$ cat config.mk
export PLATFORM = sky130hd
export DESIGN_NAME = wdog_cascade
export DESIGN_NICKNAME = d
export VERILOG_FILES = /design/src/rtl/wdog_cascade.sv
export SDC_FILE = /design/constraint.sdc
export NUM_CORES = 1
export LEC_CHECK = 0
export ABC_AREA = 0
export BUFFER_PORTS_ARGS = -buffer_cell sky130_fd_sc_hd__buf_2
export CORE_UTILIZATION = 40
export DETAILED_ROUTE_END_ITERATION = 8
export PLACE_DENSITY = 0.55
export SLEW_MARGIN = 20
export SYNTH_ARGS = -nofsm -noshare
export SYNTH_HDL_FRONTEND = slang
export SYNTH_SLANG_ARGS = --single-unit
export TNS_END_PERCENT = 20
$ cat constraint.sdc
create_clock -name clk -period 2.4 [get_ports clk]
set_input_delay 0.12 -clock clk [delete_from_list [all_inputs] [get_ports clk]]
set_output_delay 0.12 -clock clk [all_outputs]
set_load 0.03 [all_outputs]
$ cat src/rtl/wdog_cascade.sv
module wdog_cascade #(
  parameter int PRE_DIV  = 16,
  parameter int FAST_DIV = 2
) (
  input  logic       clk,
  input  logic       rst_n,
  input  logic       wr_en,
  input  logic       rd_en,
  input  logic [2:0] addr,
  input  logic [7:0] wdata,
  output logic       irq,
  output logic       rst_pulse,
  output logic       rst_n_out
);

  localparam int LW = 16;
  localparam int EW = LW + 1;
  localparam int PW = $clog2(PRE_DIV);
  localparam logic [PW-1:0] PRE_LAST  = PW'(PRE_DIV - 1);
  localparam logic [PW-1:0] FAST_LAST = PW'(FAST_DIV - 1);

  localparam logic [2:0] A_L0LO = 3'd0, A_L0HI = 3'd1, A_L1LO = 3'd2, A_L1HI = 3'd3;
  localparam logic [2:0] A_L2LO = 3'd4, A_L2HI = 3'd5, A_ARM  = 3'd6, A_RATE = 3'd7;

  function automatic logic [EW-1:0] span(input logic [LW-1:0] v);
    return (v == '0) ? {1'b1, {LW{1'b0}}} : {1'b0, v};
  endfunction

  logic [LW-1:0] ld0, ld1, ld2;
  logic [EW-1:0] c0, c1, c2;
  logic [PW-1:0] pcnt, fcnt;
  logic armed, in_rst, slow, warn;

  wire arm_w   = wr_en && addr == A_ARM;
  wire disarm  = rd_en && addr == A_ARM;
  wire refresh = wr_en && addr == A_L1HI;
  wire restart = arm_w || disarm;
  wire [LW-1:0] ld1_new = {wdata, ld1[7:0]};

  wire tick0     = armed && !in_rst && pcnt == PRE_LAST;
  wire c0_done   = tick0 && c0 == EW'(1);
  wire expire    = c0_done && c1 == EW'(1) && !refresh && !restart;
  wire [PW-1:0] w_last = slow ? PRE_LAST : FAST_LAST;
  wire tick2     = in_rst && fcnt >= w_last;
  wire pulse_end = tick2 && c2 == EW'(1);

  always_ff @(posedge clk or negedge rst_n) begin
    if (!rst_n) begin
      ld0 <= '0;
      ld1 <= '0;
      ld2 <= '0;
      slow <= 1'b0;
    end else begin
      if (wr_en) begin
        case (addr)
          A_L0LO: ld0[7:0]  <= wdata;
          A_L0HI: ld0[15:8] <= wdata;
          A_L1LO: ld1[7:0]  <= wdata;
          A_L1HI: ld1[15:8] <= wdata;
          A_L2LO: ld2[7:0]  <= wdata;
          A_L2HI: ld2[15:8] <= wdata;
          A_RATE: slow <= 1'b1;
          default: ;
        endcase
      end
      if (rd_en && addr == A_RATE) slow <= 1'b0;
    end
  end

  always_ff @(posedge clk or negedge rst_n) begin
    if (!rst_n) begin
      armed  <= 1'b0;
      in_rst <= 1'b0;
    end else begin
      if (disarm) armed <= 1'b0;
      else if (arm_w) armed <= 1'b1;
      if (restart || pulse_end) in_rst <= 1'b0;
      else if (expire) in_rst <= 1'b1;
    end
  end

  always_ff @(posedge clk or negedge rst_n) begin
    if (!rst_n) begin
      pcnt <= '0;
      c0   <= '0;
    end else begin
      if (restart || !armed || in_rst || pcnt == PRE_LAST) pcnt <= '0;
      else pcnt <= pcnt + 1'b1;
      if (restart || !armed || pulse_end) c0 <= span(ld0);
      else if (tick0) c0 <= (c0 == EW'(1)) ? span(ld0) : c0 - 1'b1;
    end
  end

  always_ff @(posedge clk or negedge rst_n) begin
    if (!rst_n) begin
      c1   <= '0;
      warn <= 1'b0;
    end else begin
      if (restart || !armed || pulse_end) c1 <= span(ld1);
      else if (refresh) c1 <= span(ld1_new);
      else if (c0_done) c1 <= (c1 == EW'(1)) ? span(ld1) : c1 - 1'b1;
      if (restart || !armed || refresh || expire || pulse_end) warn <= 1'b0;
      else if (c0_done && c1 == EW'(2)) warn <= 1'b1;
    end
  end

  always_ff @(posedge clk or negedge rst_n) begin
    if (!rst_n) begin
      fcnt <= '0;
      c2   <= '0;
    end else begin
      if (!in_rst || tick2) fcnt <= '0;
      else fcnt <= fcnt + 1'b1;
      if (expire) c2 <= span(ld2);
      else if (tick2 && c2 != EW'(1)) c2 <= c2 - 1'b1;
    end
  end

  assign irq       = warn;
  assign rst_pulse = in_rst;
  assign rst_n_out = !in_rst;

  AST_IDLE_QUIET:    assert property (@(posedge clk) disable iff (!rst_n) !armed |-> (!irq && !rst_pulse));
  AST_DISARM_ENDS:   assert property (@(posedge clk) disable iff (!rst_n) disarm |=> (!rst_pulse && !armed));
  AST_REFRESH_CLR:   assert property (@(posedge clk) disable iff (!rst_n) (refresh && !restart) |=> !irq);
  AST_PULSE_NO_WARN: assert property (@(posedge clk) disable iff (!rst_n) $rose(rst_pulse) |-> (!irq && $past(armed)));
  AST_CHAIN_LIVE:    assert property (@(posedge clk) disable iff (!rst_n) armed |-> (c1 != '0 && c0 != '0));
  AST_WIDTH_LIVE:    assert property (@(posedge clk) disable iff (!rst_n) in_rst |-> c2 != '0);

endmodule

# Word level (Yosys, flattened, before mapping)
# Cells that the tools add are included.
op_classes:
  addsub: 5
  mul: 0
  div_mod_pow: 0
  n_lt_le_gt_ge: 1
  eq_ne: 13
  shifts: 0
  muxes: 25
  bitwise: 0
  n_reduce_logical: 48
ops:
  columns: ["operator", "count"]
  rows:
  - ["17-bit 2-to-1 mux", 13]
  - ["16-bit zero test", 4]
  - ["17-bit by 1-bit equality test with 1-bit output, second input constant", 3]
  - ["17-bit by 1-bit subtractor with 17-bit output, second input constant", 3]
  - ["17-bit by 2-bit equality test with 1-bit output, second input constant", 1]
  - ["17-bit by 1-bit != test with 1-bit output, second input constant", 1]
  - ["1-bit logical AND", 14]
  - ["2-bit AND reduction", 7]
  - ["2-bit nonzero test", 7]
  - ["3-bit equality test, second input constant", 4]
  - ["4-bit 2-to-1 mux", 3]
  - ["1-bit logical OR", 10]
  - ["1-bit 2-to-1 mux", 9]
  - ["4-bit by 1-bit adder with 4-bit output, second input constant", 2]
  - ["3-bit by 2-bit equality test with 1-bit output, second input constant", 2]
  - ["4-bit equality test, second input constant", 1]
  - ["4-bit greater-or-equal comparator", 1]
  - ["1-bit zero test", 4]
  - ["3-bit by 1-bit equality test with 1-bit output, second input constant", 1]
  - ["3-bit zero test", 1]
  - ["3-bit nonzero test", 1]
totals:
  register_bits: 111
  latchBits: 0
  mem_bits_rw: 0
  rom_bits: 0
  inputBits: 15
  output_inout_bits: 3
  wordCells: 107
  memories: 0

# Longest topological paths before layout
# Gate-level depths: netlist (run 1).
depth:
  ltp_word: 10
  depth_mapped: 10
  ltp_nobuf: 8

# Least setup slack after synthesis (run 1)
# OpenSTA, ideal clock, no wires.
synth_timing:
  path_kind: "reg-to-reg"
  from: "register fcnt[1]"
  to: "register c0[10]"
  setup_time_ps: 130
  arrival_ps: 2215
  t_required_ps: 2270
  setup_slack_ps: 56
  stages_incl_launch_ff: 10
  path_buffers: 2
  synth_period_minus_slack_ps: 2344
  cell_sequence: "dfrtp_1 > ha_1 > a21oi_1 > o21a_1 > or4_1 > clkbuf_1 > nand2_2 > clkbuf_1 > o21ai_0 > o2bb2ai_1"
synth_via:
  elab_chain_len: 5
  word_cells_on_any_way: 6
  classes_between: "order compare (1); mux (1); reduce/logical (4)"
synth_lines:
  columns: ["item", "line", "source"]
  rows:
  - ["start: declaration", "31", "logic [PW-1:0] pcnt, fcnt;"]
  - ["start signal: assignment", "113", "else fcnt <= fcnt + 1'b1;"]
  - ["4-bit greater-or-equal comparator *", "44", "wire tick2 = in_rst && fcnt >= w_last;"]
  - ["1-bit logical AND *", "44", null]
  - ["1-bit logical AND *", "45", "wire pulse_end = tick2 && c2 == EW'(1);"]
  - ["1-bit logical OR *", "89", "if (restart || !armed || pulse_end) c0 <= span(ld0);"]
  - ["17-bit 2-to-1 mux or 2-bit nonzero test (tied branches)", null, null]
  - ["end signal: assignment", "89", null]
  - ["end signal: assignment", "90", "else if (tick0) c0 <= (c0 == EW'(1)) ? span(ld0) : c0 - 1'b1;"]
  - ["end: declaration", "30", "logic [EW-1:0] c0, c1, c2;"]
# Mark *: on every way between the ends. The rest lies on a longest branch, timed or not.
# A chain may end at the register's enable or synchronous reset.

# Worst setup path after layout (run 1)
layout_timing:
  from: "register c0[13]"
  to: "register c1[5]"
layout_via:
  elab_chain_len: 3
layout_lines:
  columns: ["item", "line", "source"]
  rows:
  - ["17-bit by 1-bit equality test with 1-bit output", "41", "wire c0_done = tick0 && c0 == EW'(1);"]
  - ["1-bit logical AND", "41", null]
  - ["3-bit nonzero test (no line)", null, null]
  - ["end signal: assignment", "99", "if (restart || !armed || pulse_end) c1 <= span(ld1);"]
  - ["end signal: assignment", "100", "else if (refresh) c1 <= span(ld1_new);"]
  - ["end signal: assignment", "101", "else if (c0_done) c1 <= (c1 == EW'(1)) ? span(ld1) : c1 - 1'b1;"]
  - ["end: declaration", "30", null]
# Every way passes these cells.

==> results of run 1 <==
==> cell usage after synthesis (4+ instances only) <==
cell type    n
a21oi_1     27
a22o_1       5
a22oi_1      4
a2bb2oi_1    4
and3_1       5
buf_2        5
clkbuf_1    13
dfrtp_1    111
ha_1        12
inv_1       14
mux2_2      40
mux2i_1     12
nand2_1     54
nand3_1     15
nand4_1      6
nor2_1      60
nor3_1      30
nor3b_1      7
nor4_1      24
nor4b_1      6
o21a_1       6
o21ai_0     36
o22ai_1      6
o2bb2ai_1   16
or2_2        4
or3_1       14
or4_1        7
xnor2_1     12
xor2_1       5
==> layout by cell type (no fill, tap or decap), drive strengths merged, types with 16 or more instances in the layout <==
cell type	netlist	final
inv	14	18
o21ai	39	39
mux2	40	40
nor3	32	32
nor2	62	62
dfrtp	111	111
buf	10	96
o2bb2ai	16	16
nand3	17	18
nand2	56	56
a21oi	27	27
nor4	28	28
==> critical path, delay by kind of cell (launching register included) <==
family / cells / cell delay (ns)
compound gates: 4 / 0.52
buf+inv: 2 / 0.30
flops: 1 / 0.38
simple gates: 2 / 1.02
==> sequential cells by signal, indices dropped and copies added (netlist names) <==
name / cells
c0: 17
c1: 17
c2: 17
ld0: 16
ld1: 16
ld2: 16
fcnt: 4
pcnt: 4
armed: 1
irq: 1
rst_pulse: 1
slow: 1
==> through the flow <==
stage | std cells | utilization
4_1_cts | 900 | 0.492
3_5_place_dp | 879 | 0.465
5_1_grt | 907 | 0.506
6_report | 907 | 0.506
3_3_place_gp | 879 | 0.465
2_1_floorplan | 627 | -
==> area by class of cell <==
class | instances | area [µm²]
fillers | 1372 | 7480
clock buffers | 11 | 253
flip-flops and latches | 111 | 2780
repair buffers | 99 | 873
clock inverters | 5 | 45.0
inverters | 14 | 52.6
well taps | 188 | 235
multi-input cells | 479 | 3430
==> metal layers <==
layer / part of all wire / vias to the layer above / track usage
met5: 0 / - / 0
met4: 0.020 / 0 / 0.0765
met3: 0.057 / 25 / 0.0456
met2: 0.48 / 164 / 0.381
met1: 0.45 / 2660 / 0.317
li1: - / 2518 / -
==> power by group <==
| group | total, W | internal (W) | switching [W] | leakage (nW) |
|---|---|---|---|---|
| Combinational | 0.00172 | 0.000854 | 0.000866 | 1.69 |
| Sequential | 0.00267 | 0.00226 | 0.000412 | 1.35 |
| Clock | 0.00152 | 0.000781 | 0.000735 | 0.145 |
| Total | 0.00590 | 0.00389 | 0.00201 | 3.19 |
==> logic make-up after synthesis <==
logic type,count (synthesis),synth area share
and+or+nand+nor,261,0.233
muxes,52,0.0921
AOI/OAI and AO/OA,136,0.150
DFF,111,0.449
adders and majority gates,12,0.0242
xor gates and xnor gates,17,0.0240
buffers and inverters,38,0.0279
==> repair_timing <==
item / CTS / global route
setup endpoints to repair: 27 / 49
cloned: 1 / 2
hold buffers: 2 / 0
resized for setup: 13 / 28
pin swaps: 1 / 12
buffers inserted: 2 / 5
hold endpoints to repair: 39 / 0
==> final timing paths <==
path	end	slack [ns]	cells after the start
max in group asynchronous	c0[0]$_DFFE_PN0P_	1.50	3
min	slow$_DFFE_PN0P_	0.1	2
max reg2reg	c1[5]$_DFFE_PN0P_	0.07	8
min reg2reg	pcnt[0]$_DFF_PN0_	0.47	1
min in group asynchronous	fcnt[0]$_DFF_PN0_	0.29	2
max	c1[5]$_DFFE_PN0P_	0.07	8
==> key figures, run 1 <==
Logic synthesis
  – Avg Inst Size Synth: a little under 10 µm²
  – Cell count after synthesis: 627
  – Share of Yosys cell area claimed by the top area cell type: 0.449
  – Sequential cell area fraction in the yosys report: 0.449
  – Synth area leader: dfrtp_1
  – Total nets after synthesis: 654
  – Async S/R FF share, synth: 1.00
  – Synth Flop Type: dfrtp_1
  – Count of synthesis-stage warnings from yosys: 0
  – Distinct cell type count after synthesis: 69
  – Total of flip-flops plus latches after synthesis: about 110
  – Post-Syn Area: 0.00619 mm²
  – Ranking of synthesized cells by area: dfrtp_1, mux2_2, nor2_1
  – Number of synthesized flops with an enable pin: 0

Route
  – Detailed-route vias per instance: approximately 5.9
  – Average wire length per cell after detail routing: roughly 20 µm
  – Number of design rule violations left after detail routing: 0
  – Wire length reported by the detailed router: 18,000 µm
  – Count of vias placed by the detailed router: 5,367
  – Violation count after the first detailed-route iteration: approximately 420
  – Remaining number of nets flagged by the antenna check after routing: 0
  – Drt first pass iters: 5

Timing
  – Crit path time final: between 2 and 2.5 ns
  – Total count of max-transition violations in the final report: 0
  – Slack of the critical path: around 0.065 ns
  – Fin Hold WS: 0.0971 ns
  – RSZ-0062 raised after global routing: true
  – Clock skew: between 0.01 and 0.015 ns
  – Final hold viol count: 0
  – Sum of negative setup slack: 0 ns
  – Maximum achievable frequency: approximately 0.43 GHz
  – Tightest slew margin relative to the limit: 0.568
  – Count of endpoints failing setup in the final report: 0
  – Transition time at the pin with the least slew margin: between 0.6 and 0.7 ns
  – Final Cycle Share: 0.973

Pwr
  – Pwr dens: 770 mW/mm²
  – Power consumption: a little under 0.006 W
  – Worst VDD drop: 0.536 mV
  – Static leakage power: approximately 3.2 nW

Die
  – Boundary Pins: 18
  – Overall die area: roughly 0.016 mm²
  – Starting density of the core: 0.409
  – Vert. Die Dim: roughly 130 µm
  – Floorplan core area: roughly 0.015 mm²
  – Die X-Extent: approximately 130 µm
  – Cell row count: 45

Placed design
  – Area post-placement: between 0.007 and 0.008 mm²
  – Placement Setup Slack: -0.265 ns
  – HPWL after detailed placement: ~13,000 µm
  – Number of buffers added on ports: 17
  – Weighted congestion reported at the end of routability-driven placement: approximately 0.86

Run
  – Number of max-cap violations: 0

Clock network
  – Maximum root-to-sink buffer count: 2
  – Clock insertion delay at the later pin of the skew report: approximately 0.37 ns
  – CTS clk-pin slew, worst paths: 0.08 ns
  – H-tree lvl count: 3
  – # clock sinks: approximately 110
  – TritonCTS clock tree: done
  – Buffer cell driving the clock tree root: clkbuf_16
  – Clock buffer count from CTS: 9

Setup path
  – Worst Setup End Kind: flip-flop
  – Type of the worst setup path: flip-flop to flip-flop
  – Worst path required time: 2.65 ns
  – Arrival time of the worst setup path: around 2.6 ns
  – Cell chain of the critical path: or4_4 -> or4_4 -> buf_6 -> o21ai_4 -> buf_12 -> o21ai_0 -> a21oi_1 -> o2bb2ai_1
  – Peak per-stage delay on the critical path: 0.57 ns
  – Slowest cell on the critical path: or4_4
  – Critical R2R Launch: c0[13]$_DFFE_PN0P_
  – Startpoint of the most critical setup path: c0[13]$_DFFE_PN0P_
  – Maximum fanout along the worst path: 15
  – CP Launch Type: flip-flop
  – Most used cell, CP: or4_4

Global routing
  – Number of antenna violations at the first check in global routing: 0
  – Vias in the first global route: between 5,000 and 6,000
  – Gr ovfl total: 0
  – Global-route wire length before repair: just under 30,000 µm
  – Maximum number of pins on one net before global-route repair: 41
  – Global-route usage over all layers: 0.235

Min path
  – Hold path startpoint: addr[1]
  – Min-delay worst type: input pin to flip-flop

Layout
  – Layout area overhead: 23.9%
  – Antenna diode count: 0
  – Final net count: between 700 and 800
  – Total non-filler cell area in the finished layout: about 0.0077 mm²
  – Layout cell share with drive strength beyond 1: 0.281

Status
  – Run status: finished clean
Note: power is estimated with default switching activity, not from simulation.
==> run 2, diff against run 1 <==
ABC_AREA = 1   (was 0)
==> run 2 against run 1 <==
Against the previous run: die area increased by 11%; sequential cell count unchanged; power increased by 14%; clock skew about the same; via count increased by 12%.
==> key figures, run 2 <==
Logic synthesis
  – Async S/R FF share, synth: 1.00 (unchanged)
  – Post-Syn Area: 0.00688 mm² (was 0.00619 mm²)
  – Cell count after synthesis: 952 (was 627)
  – Avg Inst Size Synth: 7.23 µm² (was 9.88 µm²)
  – Cell with the most instances after synthesis: nand2_1 (was dfrtp_1)
  – Share of Yosys cell area claimed by the top area cell type: 0.404 (was 0.449)
  – Distinct cell type count after synthesis: 41 (was 69)
  – Total of flip-flops plus latches after synthesis: 111 (unchanged)
  – Ranking of synthesized cells by area: dfrtp_1, nand2_1, nand3_1 (was dfrtp_1, mux2_2, nor2_1)
  – Number of synthesized flops with an enable pin: 0 (unchanged)
  – Sequential cell area fraction in the yosys report: 0.404 (was 0.449)
  – Most instantiated cells after synthesis: nand2_1, dfrtp_1, inv_1 (was dfrtp_1, nor2_1, nand2_1)
  – Synth area leader: dfrtp_1 (unchanged)
  – Synth Flop Type: dfrtp_1 (unchanged)
  – Count of synthesis-stage warnings from yosys: 0 (unchanged)
  – Total nets after synthesis: 979 (was 654)

Die
  – Boundary Pins: 18 (unchanged)
  – Vert. Die Dim: 133 µm (was 126 µm)
  – Die X-Extent: 133 µm (was 126 µm)
  – Overall die area: 0.0177 mm² (was 0.0160 mm²)
  – Floorplan core area: 0.0167 mm² (was 0.0151 mm²)
  – Starting density of the core: 0.412 (was 0.409)
  – Cell row count: 47 (was 45)

Placed design
  – Weighted congestion reported at the end of routability-driven placement: 0.833 (was 0.863)
  – HPWL after detailed placement: 12,900 µm (was 12,700 µm)
  – Placement Setup Slack: 0.0276 ns (was -0.265 ns)
  – Number of buffers added on ports: 17 (unchanged)

Setup path
  – Arrival time of the worst setup path: 2.43 ns (was 2.58 ns)
  – Type of the worst setup path: flip-flop to flip-flop (unchanged)
  – Worst Setup End Kind: flip-flop (unchanged)
  – Count of buffer and inverter cells on the critical path: 2 (unchanged)
  – Cell chain of the critical path: inv_1 -> ha_1 -> a21oi_1 -> nand2_1 -> nand2_1 -> nor2_4 -> nor2_8 -> nand2_4 -> inv_2 -> nand2_1 -> nand2_1 (was or4_4 -> or4_4 -> buf_6 -> o21ai_4 -> buf_12 -> o21ai_0 -> a21oi_1 -> o2bb2ai_1)
  – Worst path required time: 2.70 ns (was 2.65 ns)
  – Slowest cell on the critical path: dfrtp_1 (was or4_4)
  – Peak per-stage delay on the critical path: 0.38 ns (was 0.57 ns)
  – Maximum fanout along the worst path: 27 (was 15)
  – Most used cell, CP: nand2_1 (was or4_4)
  – CP top delay family: simple AND/OR/NAND/NOR gates (unchanged)
  – CP Launch Type: flip-flop (unchanged)

Timing
  – Final Cycle Share: 0.888 (was 0.973)
  – Final hold viol count: 0 (unchanged)
  – Sum of negative setup slack: 0 ns (unchanged)
  – Maximum achievable frequency: 0.469 GHz (was 0.428 GHz)
  – Tightest slew margin relative to the limit: 0.605 (was 0.568)
  – Clock skew: 0.0132 ns (was 0.0129 ns)
  – Transition time at the pin with the least slew margin: 0.593 ns (was 0.642 ns)
  – Crit path time final: 2.13 ns (was 2.33 ns)
  – RSZ-0062 raised after global routing: false (was true)
  – Count of endpoints failing setup in the final report: 0 (unchanged)
  – Slack of the critical path: 0.269 ns (was 0.0653 ns)
  – Total count of max-transition violations in the final report: 0 (unchanged)
  – Fin Hold WS: 0.0102 ns (was 0.0971 ns)

Layout
  – Number of inserted filler cells in the final layout: 1,745 (was 1,372)
  – Final net count: 998 (was 741)
  – Layout cell share with drive strength beyond 1: 0.107 (was 0.281)
  – Leading cell types in the layout, fill and taps excluded: nand2_1, dfrtp_1, inv_1, nor2_1, nand3_1 (was dfrtp_1, buf_4, nor2_1, nand2_1, mux2_2)
  – Largest registers ranked by flip-flop count: c0 (17), c1 (17), c2 (17) (unchanged)
  – Layout area overhead: 9.54% (was 23.9%)
  – Antenna diode count: 0 (unchanged)
  – Most common library cell in the layout ignoring fill and taps: nand2_1 (was dfrtp_1)

Clock network
  – Clock buffer count from CTS: 9 (unchanged)
  – Maximum root-to-sink buffer count: 2 (unchanged)
  – Buffer cell driving the clock tree root: clkbuf_16 (unchanged)
  – H-tree lvl count: 3 (unchanged)
  – CTS clk-pin slew, worst paths: 0.08 ns (about the same)
  – TritonCTS clock tree: done (unchanged)
  – # clock sinks: 111 (unchanged)
  – Clock insertion delay at the later pin of the skew report: 0.37 ns (about the same)

Run
  – Number of max-cap violations: 0 (unchanged)

Route
  – Remaining number of nets flagged by the antenna check after routing: 0 (unchanged)
  – Count of vias placed by the detailed router: 5,992 (was 5,367)
  – Average wire length per cell after detail routing: 15.0 µm (was 19.9 µm)
  – Violation count after the first detailed-route iteration: 407 (was 419)
  – Drt first pass iters: 5 (unchanged)
  – Wire length reported by the detailed router: 17,900 µm (was 18,000 µm)
  – Detailed-route vias per instance: 5.01 (was 5.92)
  – Number of design rule violations left after detail routing: 0 (unchanged)

Min path
  – Min-delay worst type: input pin to flip-flop (unchanged)

Pwr
  – Static leakage power: 3.74 nW (was 3.19 nW)
  – Pwr dens: 892 mW/mm² (was 770 mW/mm²)
  – Worst VDD drop: 0.443 mV (was 0.536 mV)

Global routing
  – Maximum number of pins on one net before global-route repair: 41 (unchanged)
  – Vias in the first global route: 5,840 (was 5,403)
  – Global-route usage over all layers: 0.217 (was 0.235)
  – Number of antenna violations at the first check in global routing: 0 (unchanged)
  – Gr ovfl total: 0 (unchanged)
  – Global-route wire length before repair: 30,100 µm (was 29,200 µm)

Status
  – Run status: finished clean (unchanged)
-- run 2: repair_timing --
action / 4_1_cts / 5_1_grt
hold endpoints to repair: 36 / 0
resized for setup: 0 / 3
hold buffers: 2 / 0
buffers inserted: 0 / 0
setup endpoints to repair: 0 / 18
-- run 2: tightest hold or removal path: stages --
cell and delay, ns:
buf_2 0.10, nand2_1 0.06, nand2_1 0.07
-- run 2: logic make-up (layout without fill, tap and decap cells) --
family | count (synthesis) | in the layout | share of synthesized area
flip-flops | 111 | 111 | 0.404
AO/OA/AOI/OAI | 112 | 112 | 0.0918
buffers and inverters | 129 | 153 | 0.0822
AND/OR/NAND/NOR | 561 | 561 | 0.366
adder cells (fa/ha/maj) | 12 | 12 | 0.0218
XOR/XNOR | 27 | 27 | 0.0344
-- run 2: worst paths after layout --
check / from / endpoint / slack [ns] / depth (start not counted)
max: slow$_DFFE_PN0P_ / c0[2]$_DFFE_PN0P_ / 0.27 / 11
min: wdata[2] / ld1[10]$_DFFE_PN0P_ / 0.01 / 3
max reg2reg: slow$_DFFE_PN0P_ / c0[2]$_DFFE_PN0P_ / 0.27 / 11
min reg2reg: pcnt[0]$_DFF_PN0_ / pcnt[0]$_DFF_PN0_ / 0.47 / 1
max in group asynchronous: rst_n / c1[11]$_DFFE_PN0P_ / 1.44 / 3
min in group asynchronous: rst_n / c0[5]$_DFFE_PN0P_ / 0.27 / 2
-- run 2: per-layer routing --
metal | part of all wire | up-vias | wire length (µm) | GRT usage
li1 | - | 3079 | - | -
met3 | 0.034 | 20 | 607 | 0.0415
met5 | 0 | - | 0 | 0
met1 | 0.49 | 2799 | 8690 | 0.295
met2 | 0.47 | 94 | 8370 | 0.356
met4 | 0.013 | 0 | 235 | 0.0511
-- run 2: area by class of cell --
class                           count  area (µm²)  share of cell area
Sequential cell                   111        2780               0.368
Multi-Input combinational cell    712        3550               0.471
Clock inverter                      6        66.3             0.00880
Clock buffer                       10         239              0.0317
Timing Repair Buffer               32         230              0.0305
Inverter                          105         398              0.0528
Tap cell                          220         275              0.0365
-- run 2: where the power goes --
group	leakage, nW	switching (W)	internal, W
Sequential	1.37	0.000481	0.00229
Clock	0.153	0.000755	0.000846
Combinational	2.21	0.00150	0.000857
-- run 2: stage by stage --
stage               instance area (µm²)  power (W)  cells   util
finish                             7540    0.00673   1196  0.451
detailed placement                 7200    0.00515   1178  0.431
CTS                                7530    0.00678   1196  0.451
global route                       7540    0.00730   1196  0.451
global placement                   7200    0.00515   1178  0.431
floorplan                          6880    0.00457    952      -
==> run 3, diff against run 2 <==
MAX_ROUTING_LAYER = met4   (was default)
==> run 3 against run 2 <==
Against the previous run: worst hold slack better by 0.0024 ns; sequential share of layout area unchanged; register-to-register slack about the same; global-route usage up 0.68 points; cell count unchanged; die area unchanged; non-clock buffer count unchanged; critical path type unchanged; critical endpoint unchanged; largest cell class unchanged; highest routed layer unchanged.
==> key figures, run 3 (synthesis results as in run 2) <==
Die
  – Vert. Die Dim: 133 µm (unchanged)
  – Overall die area: 0.0177 mm² (unchanged)
  – Boundary Pins: 18 (unchanged)
  – Die X-Extent: 133 µm (unchanged)
  – Floorplan core area: 0.0167 mm² (unchanged)
  – Cell row count: 47 (unchanged)
  – Starting density of the core: 0.412 (unchanged)

Route
  – Average wire length per cell after detail routing: 14.9 µm (was 15.0 µm)
  – Remaining number of nets flagged by the antenna check after routing: 0 (unchanged)
  – Detailed-route vias per instance: 4.98 (was 5.01)
  – Count of vias placed by the detailed router: 5,962 (was 5,992)
  – Drt first pass iters: 5 (unchanged)
  – Number of design rule violations left after detail routing: 0 (unchanged)
  – Wire length reported by the detailed router: 17,900 µm (about the same)
  – Violation count after the first detailed-route iteration: 427 (was 407)

Placed design
  – HPWL after detailed placement: 12,900 µm (unchanged)
  – Weighted congestion reported at the end of routability-driven placement: 0.846 (was 0.833)
  – Area post-placement: 0.00720 mm² (unchanged)
  – Number of buffers added on ports: 17 (unchanged)

Clock network
  – # clock sinks: 111 (unchanged)
  – Setup Fix Bufs, Post-CTS: 0 (unchanged)
  – Maximum root-to-sink buffer count: 2 (unchanged)
  – Clock buffer count from CTS: 9 (unchanged)
  – TritonCTS clock tree: done (unchanged)
  – H-tree lvl count: 3 (unchanged)
  – Clock insertion delay at the later pin of the skew report: 0.37 ns (about the same)
  – CTS clk-pin slew, worst paths: 0.08 ns (about the same)
  – Buffer cell driving the clock tree root: clkbuf_16 (unchanged)

Global routing
  – Maximum number of pins on one net before global-route repair: 41 (unchanged)
  – Global-route usage over all layers: 0.224 (was 0.217)
  – Vias in the first global route: 5,841 (was 5,840)
  – Global-route met1 utilization: 0.295 (about the same)
  – Met2 capacity usage during global routing: 0.357 (was 0.356)
  – Busiest grt layer: met2 (unchanged)
  – Global-route wire length before repair: 30,100 µm (unchanged)
  – Global-route track usage on met3: 0.0415 (unchanged)
  – Number of antenna violations at the first check in global routing: 0 (unchanged)
  – Gr ovfl total: 0 (unchanged)

Timing
  – Final hold viol count: 0 (unchanged)
  – Clock skew: 0.0155 ns (was 0.0132 ns)
  – Tightest slew margin relative to the limit: 0.605 (about the same)
  – RSZ-0062 raised after global routing: false (unchanged)
  – Sum of negative setup slack: 0 ns (unchanged)
  – Final Cycle Share: 0.889 (was 0.888)
  – Transition time at the pin with the least slew margin: 0.593 ns (about the same)
  – Crit path time final: 2.13 ns (about the same)
  – Count of endpoints failing setup in the final report: 0 (unchanged)
  – Maximum achievable frequency: 0.468 GHz (was 0.469 GHz)
  – Total count of max-transition violations in the final report: 0 (unchanged)

Pwr
  – Worst VDD drop: 0.441 mV (was 0.443 mV)
  – Cell-internal power: 0.00399 W (about the same)
  – Comb pwr share: 0.351 (was 0.350)
  – Static leakage power: 3.74 nW (unchanged)
  – Switching Fraction: 0.405 (was 0.406)
  – Net load switching power: 0.00272 W (was 0.00273 W)
  – Seq pwr share: 0.412 (about the same)
  – Clock Power Share: 0.237 (was 0.238)
  – Pwr dens: 891 mW/mm² (was 892 mW/mm²)

Layout
  – Leading cell types in the layout, fill and taps excluded: nand2_1, dfrtp_1, inv_1, nor2_1, nand3_1 (unchanged)
  – Final net count: 998 (unchanged)
  – Largest registers ranked by flip-flop count: c0 (17), c1 (17), c2 (17) (unchanged)
  – Total non-filler cell area in the finished layout: 0.00754 mm² (unchanged)
  – Layout cell share with drive strength beyond 1: 0.107 (unchanged)
  – Most common library cell in the layout ignoring fill and taps: nand2_1 (unchanged)
  – Antenna diode count: 0 (unchanged)
  – Final core utilization: 0.451 (unchanged)
  – Layout area overhead: 9.54% (unchanged)

Setup path
  – Type of the worst setup path: flip-flop to flip-flop (unchanged)
  – Worst Setup End Kind: flip-flop (unchanged)
  – CP Launch Type: flip-flop (unchanged)
  – Maximum fanout along the worst path: 27 (unchanged)
  – Worst path required time: 2.70 ns (about the same)
  – Arrival time of the worst setup path: 2.44 ns (was 2.43 ns)

Status
  – Run status: finished clean (unchanged)

Run
  – Number of max-cap violations: 0 (unchanged)

Min path
  – Min-delay worst type: input pin to flip-flop (unchanged)
## run 3: final cells by class
| type | count | area (µm²) |
|---|---|---|
| clock inverters | 6 | 66.3 |
| clock buffers | 10 | 239 |
| well taps | 220 | 275 |
| fillers | 1745 | 9160 |
| repair buffers | 32 | 230 |
| flip-flops and latches | 111 | 2780 |
| multi-input cells | 712 | 3550 |
| inverters | 105 | 398 |
## run 3: metal layers
metal  wire (µm)  vias up
met2        8330       93
met1        8730     2775
met5           0        -
met3         588       17
met4         216        0
li1            -     3077
## run 3: worst paths after layout
check	startpoint	cells after the start	to	slack, ns
worst max-delay path	slow$_DFFE_PN0P_	11	c0[2]$_DFFE_PN0P_	0.27
worst min-delay path	wdata[2]	3	ld1[10]$_DFFE_PN0P_	0.01
worst max register to register	slow$_DFFE_PN0P_	11	c0[2]$_DFFE_PN0P_	0.27
worst min register to register	pcnt[0]$_DFF_PN0_	1	pcnt[0]$_DFF_PN0_	0.47
max in group asynchronous	rst_n	3	c1[11]$_DFFE_PN0P_	1.44
min in group asynchronous	rst_n	2	c0[5]$_DFFE_PN0P_	0.27
## run 3: repair_timing
item	CTS	global route
hold buffers	2	0
resized for setup	0	3
endpoints found under the hold margin	36	0
endpoints found under the setup margin	0	18
## run 3: critical path: stages, from the launching register on
cell	delay, ns
dfrtp_1	0.38
inv_1	0.10
ha_1	0.25
a21oi_1	0.22
nand2_1	0.08
nand2_1	0.10
nor2_4	0.07
nor2_8	0.23
nand2_4	0.26
inv_2	0.23
nand2_1	0.07
nand2_1	0.07
## run 3: metrics by stage
stage	hold slack [ns]	setup slack (ns)	power [W]	cells
2_1_floorplan	-0.176	0.606	0.00457	952
3_3_place_gp	0.143	0.102	0.00515	1178
5_1_grt	0.0102	0.0654	0.00730	1196
3_5_place_dp	0.142	0.0276	0.00515	1178
4_1_cts	0.00371	0.00136	0.00678	1196
6_report	0.0127	0.265	0.00672	1196
## run 3: power by group through the flow
stage / Clock [W] / Combinational (W) / Sequential, W
3_3_place_gp: 0 / 0.00234 / 0.00281
2_1_floorplan: 0 / 0.00191 / 0.00266
5_1_grt: 0.00171 / 0.00275 / 0.00284
4_1_cts: 0.00165 / 0.00237 / 0.00277
3_5_place_dp: 0 / 0.00236 / 0.00279
6_report: 0.00159 / 0.00236 / 0.00277
